<file path="src/rtl/vdma_pkg.sv">
package vdma_pkg;
    typedef enum logic [3:0] {
        S_IDLE, S_VEC, S_PTR, S_FETCH, S_RD, S_WR, S_WB0, S_WB1, S_WB2, S_DONE
    } st_e;
endpackage

</file>
<file path="src/rtl/vdma_arb.sv">
module vdma_arb #(
    parameter int N = 4,
    localparam int IW = $clog2(N)
) (
    input  logic [N-1:0]  req,
    output logic          valid,
    output logic [IW-1:0] idx
);
    always_comb begin
        valid = |req;
        idx   = '0;
        for (int i = N - 1; i >= 0; i--) begin
            if (req[i]) idx = IW'(i);
        end
    end
endmodule

</file>
<file path="src/rtl/vdma_step.sv">
module vdma_step #(
    parameter int AW = 16
) (
    input  logic [AW-1:0] addr,
    input  logic [1:0]    amode,
    input  logic          wide,
    input  logic          reload,
    input  logic [7:0]    span_cnt,
    output logic [AW-1:0] nxt
);
    logic [AW-1:0] step, span;

    always_comb begin
        step = wide ? AW'(2) : AW'(1);
        span = wide ? AW'({span_cnt, 1'b0}) : AW'(span_cnt);
        unique case (amode)
            2'b10:   nxt = reload ? (addr + step - span) : (addr + step);
            2'b11:   nxt = reload ? (addr - step + span) : (addr - step);
            default: nxt = addr;
        endcase
    end
endmodule

</file>
<file path="src/rtl/vdma_ctrl.sv">
module vdma_ctrl
    import vdma_pkg::*;
#(
    parameter int          N_SRC     = 4,
    parameter logic [7:0]  VEC_BASE  = 8'h20,
    parameter logic [15:0] VTAB_BASE = 16'h0400,
    parameter logic [15:0] REC_BYTES = 16'd10,
    localparam int         SW        = $clog2(N_SRC)
) (
    input  logic             clk,
    input  logic             rst_n,
    input  logic [N_SRC-1:0] irq_src,
    output logic [N_SRC-1:0] src_clr,
    input  logic             en_wr,
    input  logic [N_SRC-1:0] en_wdata,
    output logic [N_SRC-1:0] src_en,
    input  logic             sw_req,
    input  logic [7:0]       sw_vec,
    output logic             busy,
    output logic             done_irq,
    output logic [7:0]       done_vec,
    output logic             mem_req,
    output logic             mem_we,
    output logic             mem_wide,
    output logic [15:0]      mem_addr,
    output logic [15:0]      mem_wdata,
    input  logic [15:0]      mem_rdata
);
    typedef struct packed {
        st_e              st;
        logic [2:0]       idx;
        logic [7:0]       vec;
        logic             sw;
        logic [SW-1:0]    src;
        logic [15:0]      ptr;
        logic [15:0]      mode;
        logic [15:0]      sar;
        logic [15:0]      dar;
        logic [15:0]      cnt;
        logic             chain;
        logic             fin;
        logic [N_SRC-1:0] en;
        logic             swp;
        logic [7:0]       swv;
    } regs_t;

    regs_t q, d;

    logic          hw_v;
    logic [SW-1:0] hw_i;
    logic [15:0]   sar_nx, dar_nx, cnt_nx;
    logic          rpt, wrap, fin_nx;
    logic [7:0]    lo_m;

    vdma_arb #(.N(N_SRC)) u_arb (
        .req   (irq_src & q.en),
        .valid (hw_v),
        .idx   (hw_i)
    );

    always_comb begin
        rpt    = (q.mode[11:10] == 2'b01);
        lo_m   = q.cnt[7:0] - 8'd1;
        wrap   = rpt && (lo_m == 8'd0);
        cnt_nx = rpt ? {q.cnt[15:8], (wrap ? q.cnt[15:8] : lo_m)} : (q.cnt - 16'd1);
        fin_nx = !rpt && (q.cnt == 16'd1);
    end

    vdma_step #(.AW(16)) u_src_step (
        .addr (q.sar), .amode (q.mode[15:14]), .wide (q.mode[8]),
        .reload (wrap && q.mode[9]), .span_cnt (q.cnt[15:8]), .nxt (sar_nx)
    );

    vdma_step #(.AW(16)) u_dst_step (
        .addr (q.dar), .amode (q.mode[13:12]), .wide (q.mode[8]),
        .reload (wrap && !q.mode[9]), .span_cnt (q.cnt[15:8]), .nxt (dar_nx)
    );

    always_comb begin
        d         = q;
        mem_req   = 1'b0;
        mem_we    = 1'b0;
        mem_wide  = 1'b1;
        mem_addr  = '0;
        mem_wdata = '0;
        src_clr   = '0;
        done_irq  = 1'b0;
        if (sw_req) begin
            d.swp = 1'b1;
            d.swv = sw_vec;
        end
        unique case (q.st)
            S_IDLE: begin
                if (hw_v) begin
                    d.vec = VEC_BASE + 8'(hw_i);
                    d.sw  = 1'b0;
                    d.src = hw_i;
                    d.st  = S_VEC;
                end else if (q.swp) begin
                    d.vec = q.swv;
                    d.sw  = 1'b1;
                    d.swp = sw_req;
                    d.st  = S_VEC;
                end
            end
            S_VEC: begin
                mem_req  = 1'b1;
                mem_addr = VTAB_BASE + {7'd0, q.vec, 1'b0};
                d.st     = S_PTR;
            end
            S_PTR: begin
                d.ptr = mem_rdata;
                d.idx = '0;
                d.st  = S_FETCH;
            end
            S_FETCH: begin
                mem_req  = 1'b1;
                mem_addr = q.ptr + 16'({q.idx, 1'b0});
                unique case (q.idx)
                    3'd1:    d.mode  = mem_rdata;
                    3'd2:    d.chain = mem_rdata[15];
                    3'd3:    d.sar   = mem_rdata;
                    3'd4:    d.dar   = mem_rdata;
                    default: ;
                endcase
                if (q.idx == 3'd4) d.st  = S_RD;
                else               d.idx = q.idx + 3'd1;
            end
            S_RD: begin
                d.cnt    = mem_rdata;
                mem_req  = 1'b1;
                mem_wide = q.mode[8];
                mem_addr = q.sar;
                d.st     = S_WR;
            end
            S_WR: begin
                mem_req   = 1'b1;
                mem_we    = 1'b1;
                mem_wide  = q.mode[8];
                mem_addr  = q.dar;
                mem_wdata = q.mode[8] ? mem_rdata : {8'd0, mem_rdata[7:0]};
                d.sar     = sar_nx;
                d.dar     = dar_nx;
                d.cnt     = cnt_nx;
                d.fin     = fin_nx;
                d.st      = S_WB0;
            end
            S_WB0: begin
                mem_req = 1'b1; mem_we = 1'b1;
                mem_addr = q.ptr + 16'd4; mem_wdata = q.sar;
                d.st = S_WB1;
            end
            S_WB1: begin
                mem_req = 1'b1; mem_we = 1'b1;
                mem_addr = q.ptr + 16'd6; mem_wdata = q.dar;
                d.st = S_WB2;
            end
            S_WB2: begin
                mem_req = 1'b1; mem_we = 1'b1;
                mem_addr = q.ptr + 16'd8; mem_wdata = q.cnt;
                if (q.chain) begin
                    d.ptr = q.ptr + REC_BYTES;
                    d.idx = '0;
                    d.st  = S_FETCH;
                end else begin
                    d.st = S_DONE;
                end
            end
            S_DONE: begin
                if (q.fin) begin
                    done_irq = 1'b1;
                    if (!q.sw) d.en[q.src] = 1'b0;
                end else if (!q.sw) begin
                    src_clr[q.src] = 1'b1;
                end
                d.st = S_IDLE;
            end
            default: d.st = S_IDLE;
        endcase
        if (en_wr) d.en = en_wdata;
    end

    always_ff @(posedge clk or negedge rst_n) begin
        if (!rst_n) q <= '0;
        else        q <= d;
    end

    assign busy     = (q.st != S_IDLE);
    assign src_en   = q.en;
    assign done_vec = q.vec;
endmodule

</file>
<file path="config.mk">
export PLATFORM = sky130hd
export DESIGN_NAME = vdma_ctrl
export DESIGN_NICKNAME = d
export VERILOG_FILES = /design/src/rtl/vdma_pkg.sv /design/src/rtl/vdma_arb.sv /design/src/rtl/vdma_step.sv /design/src/rtl/vdma_ctrl.sv
export SDC_FILE = /design/constraint.sdc
export NUM_CORES = 1
export LEC_CHECK = 0
export ABC_CLOCK_PERIOD_IN_PS = 4130
export BUFFER_PORTS_ARGS = -buffer_cell sky130_fd_sc_hd__clkbuf_2
export CAP_MARGIN = 10
export CORE_ASPECT_RATIO = 2
export CORE_MARGIN = 5
export CORE_UTILIZATION = 56
export DETAILED_ROUTE_END_ITERATION = 10
export PLACE_DENSITY = 0.76
export SETUP_SLACK_MARGIN = 0.2
export SLEW_MARGIN = 20
export SYNTH_ARGS = -nofsm -noshare
export SYNTH_HDL_FRONTEND = slang
export SYNTH_SLANG_ARGS = --single-unit
export TNS_END_PERCENT = 5
</file>
<file path="constraint.sdc">
create_clock -name clk -period 4.13 [get_ports clk]
set_input_delay 0.826 -clock clk [delete_from_list [all_inputs] [get_ports clk]]
set_output_delay 0.826 -clock clk [all_outputs]
set_load 0.1 [all_outputs]
</file>
==> impl_metrics.ini, run 1 <==
[synthesis]
synth_ff_type = dfrtp_1
ys_seq_area_frac = 0.2325
ys_async_sr_fraction = 1.000
synth_compound_area_frac = 0.2634
synth_fa_ha_area_frac = 0.08460
synth_edf_count = 0
avgSynthCellArea_um2 = 7.645
yosys.area_share.xor_xnor = 0.08615
synth_area_um2 = 11300
postSynthCellCount = 1478
ys_warn_count = 0
syn_nets = 1585
synth_top_family_by_area = compound AO/OA/AOI/OAI gates
ys_types = 88
muxShareOfSynthArea = 0.03743
ys_ff_latch = 105
synthSimpleGateAreaFrac = 0.2356

[route]
wl_per_cell_um = 24.47
finalWirelength_mm = 44.58
first_iter_violations = 1306
antenna_left = 0
first_pass_iters = 7
num_vias = 12164
via_per_inst = 6.676
remaining_drc_errors = 0

[worst_setup_path]
r2r_setup_slack_ps = 310
r2r-end = q[41]
slowest_stage = dfrtp_1
crit_type = flip-flop to output port
crit_arrival_ps = 3200
path_buf_inv = 3
critPathTopFamily = compound AO/OA/AOI/OAI gates
critPathRequiredTime_ps = 3300
worst-path-max-fanout = 4
start_kind = flip-flop
cp.depth = 14
max_stage_delay_ps = 390
r2r-start = q[71]
reg2regPathDepth = 16
end_kind = output port
path_cells = inv_2 -> nand2_4 -> o21ai_2 -> ha_2 -> inv_2 -> fa_2 -> nor2b_2 -> o21ai_2 -> or2_4 -> or3_1 -> a22oi_1 -> a21oi_1 -> a221o_1 -> buf_12

[die]
initial_utilization = 0.5675
ios = 89
die_w_um = 110.4
rows = 73
fp.dieH_um = 210.9
core_um2 = 19910
dieArea_um2 = 23290

[timing]
slew_viol_final = 0
skew_ps = 6.825
worstMarginPinSlew_ps = 1056
tns_ps = 0
hold_viol = 0
max_freq_mhz = 248.1
setup_violations = 0
slew_headroom = 0.2958
layout_min_cycle_time_ps = 4031
post-route-period-util = 0.9759
rsz0062_at_grt = true

[placement]
dp_hpwl_mm = 34.77
post_dp_cell_area_um2 = 12450
gp_congestion = 1.016
io_buffers = 88

[finish]
fin_area_um2 = 13000
final-seq-area_um2 = 2628
finish.net_count = 1663
insertedDiodeCount = 0
syn_to_final_growth_pct = 15.06
fin_util = 0.6529
fillers = 1801
mostFrequentLayoutCell = nand2_1
drive_gt1_frac = 0.1923
final_cell_mix = nand2_1, nor2_1, dfrtp_1
multi_input_area_um2 = 8237

[clocking]
clock_latency_ps = 370
cts_root_buf = clkbuf_16
cts_buffers = 9
htreeDepth = 3
cts.sink_count = 105
cts_buffer_depth = 2
clk_pin_slew_ps = 70
cts_tree = yes

[min_path]
hold_class = input port to async pin

[run_status]
status = complete, no violations

[global_route]
antenna_found_initial = 0
gr-total-overflow = 0
grt_max_degree = 56
grt_usage = 0.3750
grt_pass1_vias = 12126
grt_pass1_wl_mm = 68.30

[job]
timing.max_cap.violations = 0
[logic make-up after synthesis]
group,Yosys count
AO/OA/AOI/OAI,439
XOR/XNOR,108
adder cells (fa/ha/maj),71
buffers and inverters,162
flip-flops,105
multiplexers,36
AND/OR/NAND/NOR,557
[final cells by class]
| class | count | share of cell area |
|---|---|---|
| Clock buffer | 11 | 0.01867 |
| Sequential cell | 105 | 0.2021 |
| Multi-Input combinational cell | 1211 | 0.6335 |
| Timing Repair Buffer | 179 | 0.1039 |
| Inverter | 50 | 0.01444 |
| Clock inverter | 4 | 0.002117 |
| Tap cell | 262 | 0.02521 |
[state kept, by name, indices dropped and copies added (netlist names)]
name,flops
q,93
done_vec,8
src_en,4
[synth_stat cells, types with 28 or more instances]
library cell    n  area share
a211oi_1       28       0.019
a21oi_1        95       0.042
a22oi_1        33       0.022
clkbuf_1       76       0.025
dfrtp_1       105        0.23
ha_1           62       0.069
inv_1          49       0.016
nand2_1       191       0.063
nand3_1        46       0.020
nor2_1        140       0.047
nor3_1         45       0.020
o21ai_0       104       0.046
xnor2_1        64       0.050
xor2_1         42       0.033
[worst max path at each step]
stage,start,to,slack [ps]
after global routing,q[112],mem_addr[11],-20
after floorplan,q[112],mem_addr[8],-360
after CTS,q[112],mem_addr[11],80
final,q[112],mem_addr[11],100
after detailed placement,q[71],q[58],90
after global placement,q[112],mem_addr[11],160
[through the flow]
| step | cells | worst slack, ps | hold WS, ps |
|---|---|---|---|
| finish | 1822 | 99.46 | 495.5 |
| global placement | 1798 | 156.6 | 467.0 |
| global route | 1822 | -21.39 | 513.8 |
| CTS | 1819 | 77.17 | 493.0 |
| floorplan | 1478 | -357.0 | 451.6 |
| detailed placement | 1798 | 94.23 | 477.3 |
[layer usage]
metal	vias to the layer above	global-route usage	routed length [um]	part of all wire
li1	5538	-	-	-
met1	5755	0.3843	14900	0.33
met2	641	0.6481	21530	0.48
met3	230	0.05935	3053	0.068
met4	0	0.3444	5104	0.11
met5	-	0	0	0
[timing repair]
action / in CTS / in global routing
setup buffers: 6 / 3
gates resized for setup: 14 / 51
pin swaps: 6 / 18
hold buffers: 0 / 0
endpoints found under the setup margin: 10 / 25
Power of run 1 is not shown: default switching activity piles up to over one toggle a cycle in this logic, so the estimate is an artifact.
==> run 2: changes to the inputs <==
--- a/config.mk
+++ b/config.mk
@@ -13,7 +13,6 @@
 export CORE_UTILIZATION = 56
 export DETAILED_ROUTE_END_ITERATION = 10
 export PLACE_DENSITY = 0.76
-export SETUP_SLACK_MARGIN = 0.2
 export SLEW_MARGIN = 20
 export SYNTH_ARGS = -nofsm -noshare
 export SYNTH_HDL_FRONTEND = slang
==> run 2 against run 1 <==
First-iteration DRC count increased by 14%. Worst hold slack got worse by 3.1 ps. Routed wire length decreased by 0.72%. Die area unchanged. Global-route usage decreased by 0.20 points. Critical path depth unchanged. Sequential cell count unchanged.
==> impl_metrics.ini, run 2 (synthesis results as in run 1) <==
[die]
core_um2 = 19910
ios = 89
die_w_um = 110.4
fp.dieH_um = 210.9
rows = 73
initial_utilization = 0.5675
dieArea_um2 = 23290

[finish]
instances_no_fill = 1814
final_cell_mix = nand2_1, nor2_1, dfrtp_1
largest_register_ffs = 93
finish.net_count = 1655
insertedDiodeCount = 0
syn_to_final_growth_pct = 13.52
mostFrequentLayoutCell = nand2_1
drive_gt1_frac = 0.1714
regMostFlops = q
fillers = 1824

[worst_setup_path]
worstSetupStartpoint = q[112]
slowest_stage = dfrtp_1
critPathRequiredTime_ps = 3300
worst-path-max-fanout = 6
critPathTopFamily = compound AO/OA/AOI/OAI gates
crit_arrival_ps = 3240
r2r-start = q[47]
path_common_cell = o21ai_2
path_buf_inv = 3
start_kind = flip-flop
path_cells = inv_2 -> nand2_2 -> o21ai_2 -> ha_2 -> inv_1 -> fa_2 -> nor2b_4 -> o21ai_2 -> or2_4 -> or3_1 -> a22oi_1 -> a21oi_1 -> a221o_1 -> buf_12
crit_type = flip-flop to output port
end_kind = output port
max_stage_delay_ps = 390

[clocking]
clock_latency_ps = 370
clk_pin_slew_ps = 70
cts_tree = yes
cts_buffer_depth = 2
cts.sink_count = 105
postCtsHoldBufs = 0
htreeDepth = 3
cts_buffers = 9
cts_root_buf = clkbuf_16

[route]
finalWirelength_mm = 44.26
first_iter_violations = 1491
antenna_left = 0
via_per_inst = 6.729
first_pass_iters = 7
remaining_drc_errors = 0
num_vias = 12207
wl_per_cell_um = 24.40

[timing]
layout_min_cycle_time_ps = 4066
setup_violations = 0
skew_ps = 7.496
slew_viol_final = 0
slew_headroom = 0.3146
rsz0062_at_grt = true
hold_viol = 0
post-route-period-util = 0.9846
max_freq_mhz = 245.9
worstMarginPinSlew_ps = 1028
hold_slack_ps = 492.4

[global_route]
grt_pass1_vias = 12016
grt_pass1_wl_mm = 67.94
grt_max_degree = 56
antenna_found_initial = 0
grt_usage = 0.3731
gr-total-overflow = 0

[min_path]
min-delay-start = q[2]
hold_class = flip-flop to flip-flop

[placement]
dp_cells = 1798
gp_congestion = 1.016
io_buffers = 88
dp_hpwl_mm = 34.77

[job]
timing.max_cap.violations = 0

[run_status]
status = complete, no violations
## run 2: changes by cell type in the layout (fill, tap and decap cells not counted), sizes merged
cell	before	now
buf	112	104
## run 2: metal layers
metal / part of all wire / up-vias / GRT usage
met5: 0 / - / 0
met4: 0.11 / 0 / 0.3346
met3: 0.065 / 238 / 0.05333
met2: 0.49 / 652 / 0.6491
met1: 0.34 / 5788 / 0.3854
li1: - / 5529 / -
## run 2: timing repair
item,4_1_cts,5_1_grt
pin swaps,1,2
endpoints found under the setup margin,1,19
resized for setup,7,26
buffers inserted,0,1
## run 2: stage by stage
stage          worst slack [ps]  area (um2)  utilization  setup TNS, ps
2_1_floorplan            -357.0       11310            -          -1448
3_3_place_gp              156.6       12450       0.6252              0
3_5_place_dp              94.23       12450       0.6252              0
4_1_cts                   7.824       12730       0.6394              0
5_1_grt                  -65.31       12830       0.6442         -82.78
6_report                  63.56       12830       0.6442              0
## run 2: path summary, 6_finish.rpt
| path | slack, ps | depth (start not counted) | endpoint |
|---|---|---|---|
| hold / removal | 490 | 1 | done_vec[2] |
| hold reg to reg | 490 | 1 | done_vec[2] |
| setup reg to reg | 180 | 16 | q[58] |
| setup / recovery | 60 | 14 | mem_addr[11] |
| min in group asynchronous | 500 | 1 | q[89] |
| max in group asynchronous | 2860 | 2 | q[38] |
## run 2: worst register-to-register path, cell delays in order (launching register included)
cell	delay, ps
dfrtp_1	410
inv_1	140
ha_1	160
inv_1	50
fa_1	430
buf_4	190
xnor2_1	220
ha_1	310
o21ai_0	160
nor2_1	80
a311oi_2	370
o31ai_2	150
a221oi_2	360
nor4b_2	270
nor3_1	100
and3_1	180
a211o_1	260
## run 2: cell type report
class	count	area, um2	area share
Multi-Input combinational cell	1211	8123	0.6332
Timing Repair Buffer	171	1291	0.1007
Clock inverter	4	27.53	0.002146
Inverter	50	187.7	0.01463
Sequential cell	105	2628	0.2048
Tap cell	262	327.8	0.02556
Clock buffer	11	242.7	0.01892
Power of run 2 is left out for the same reason.
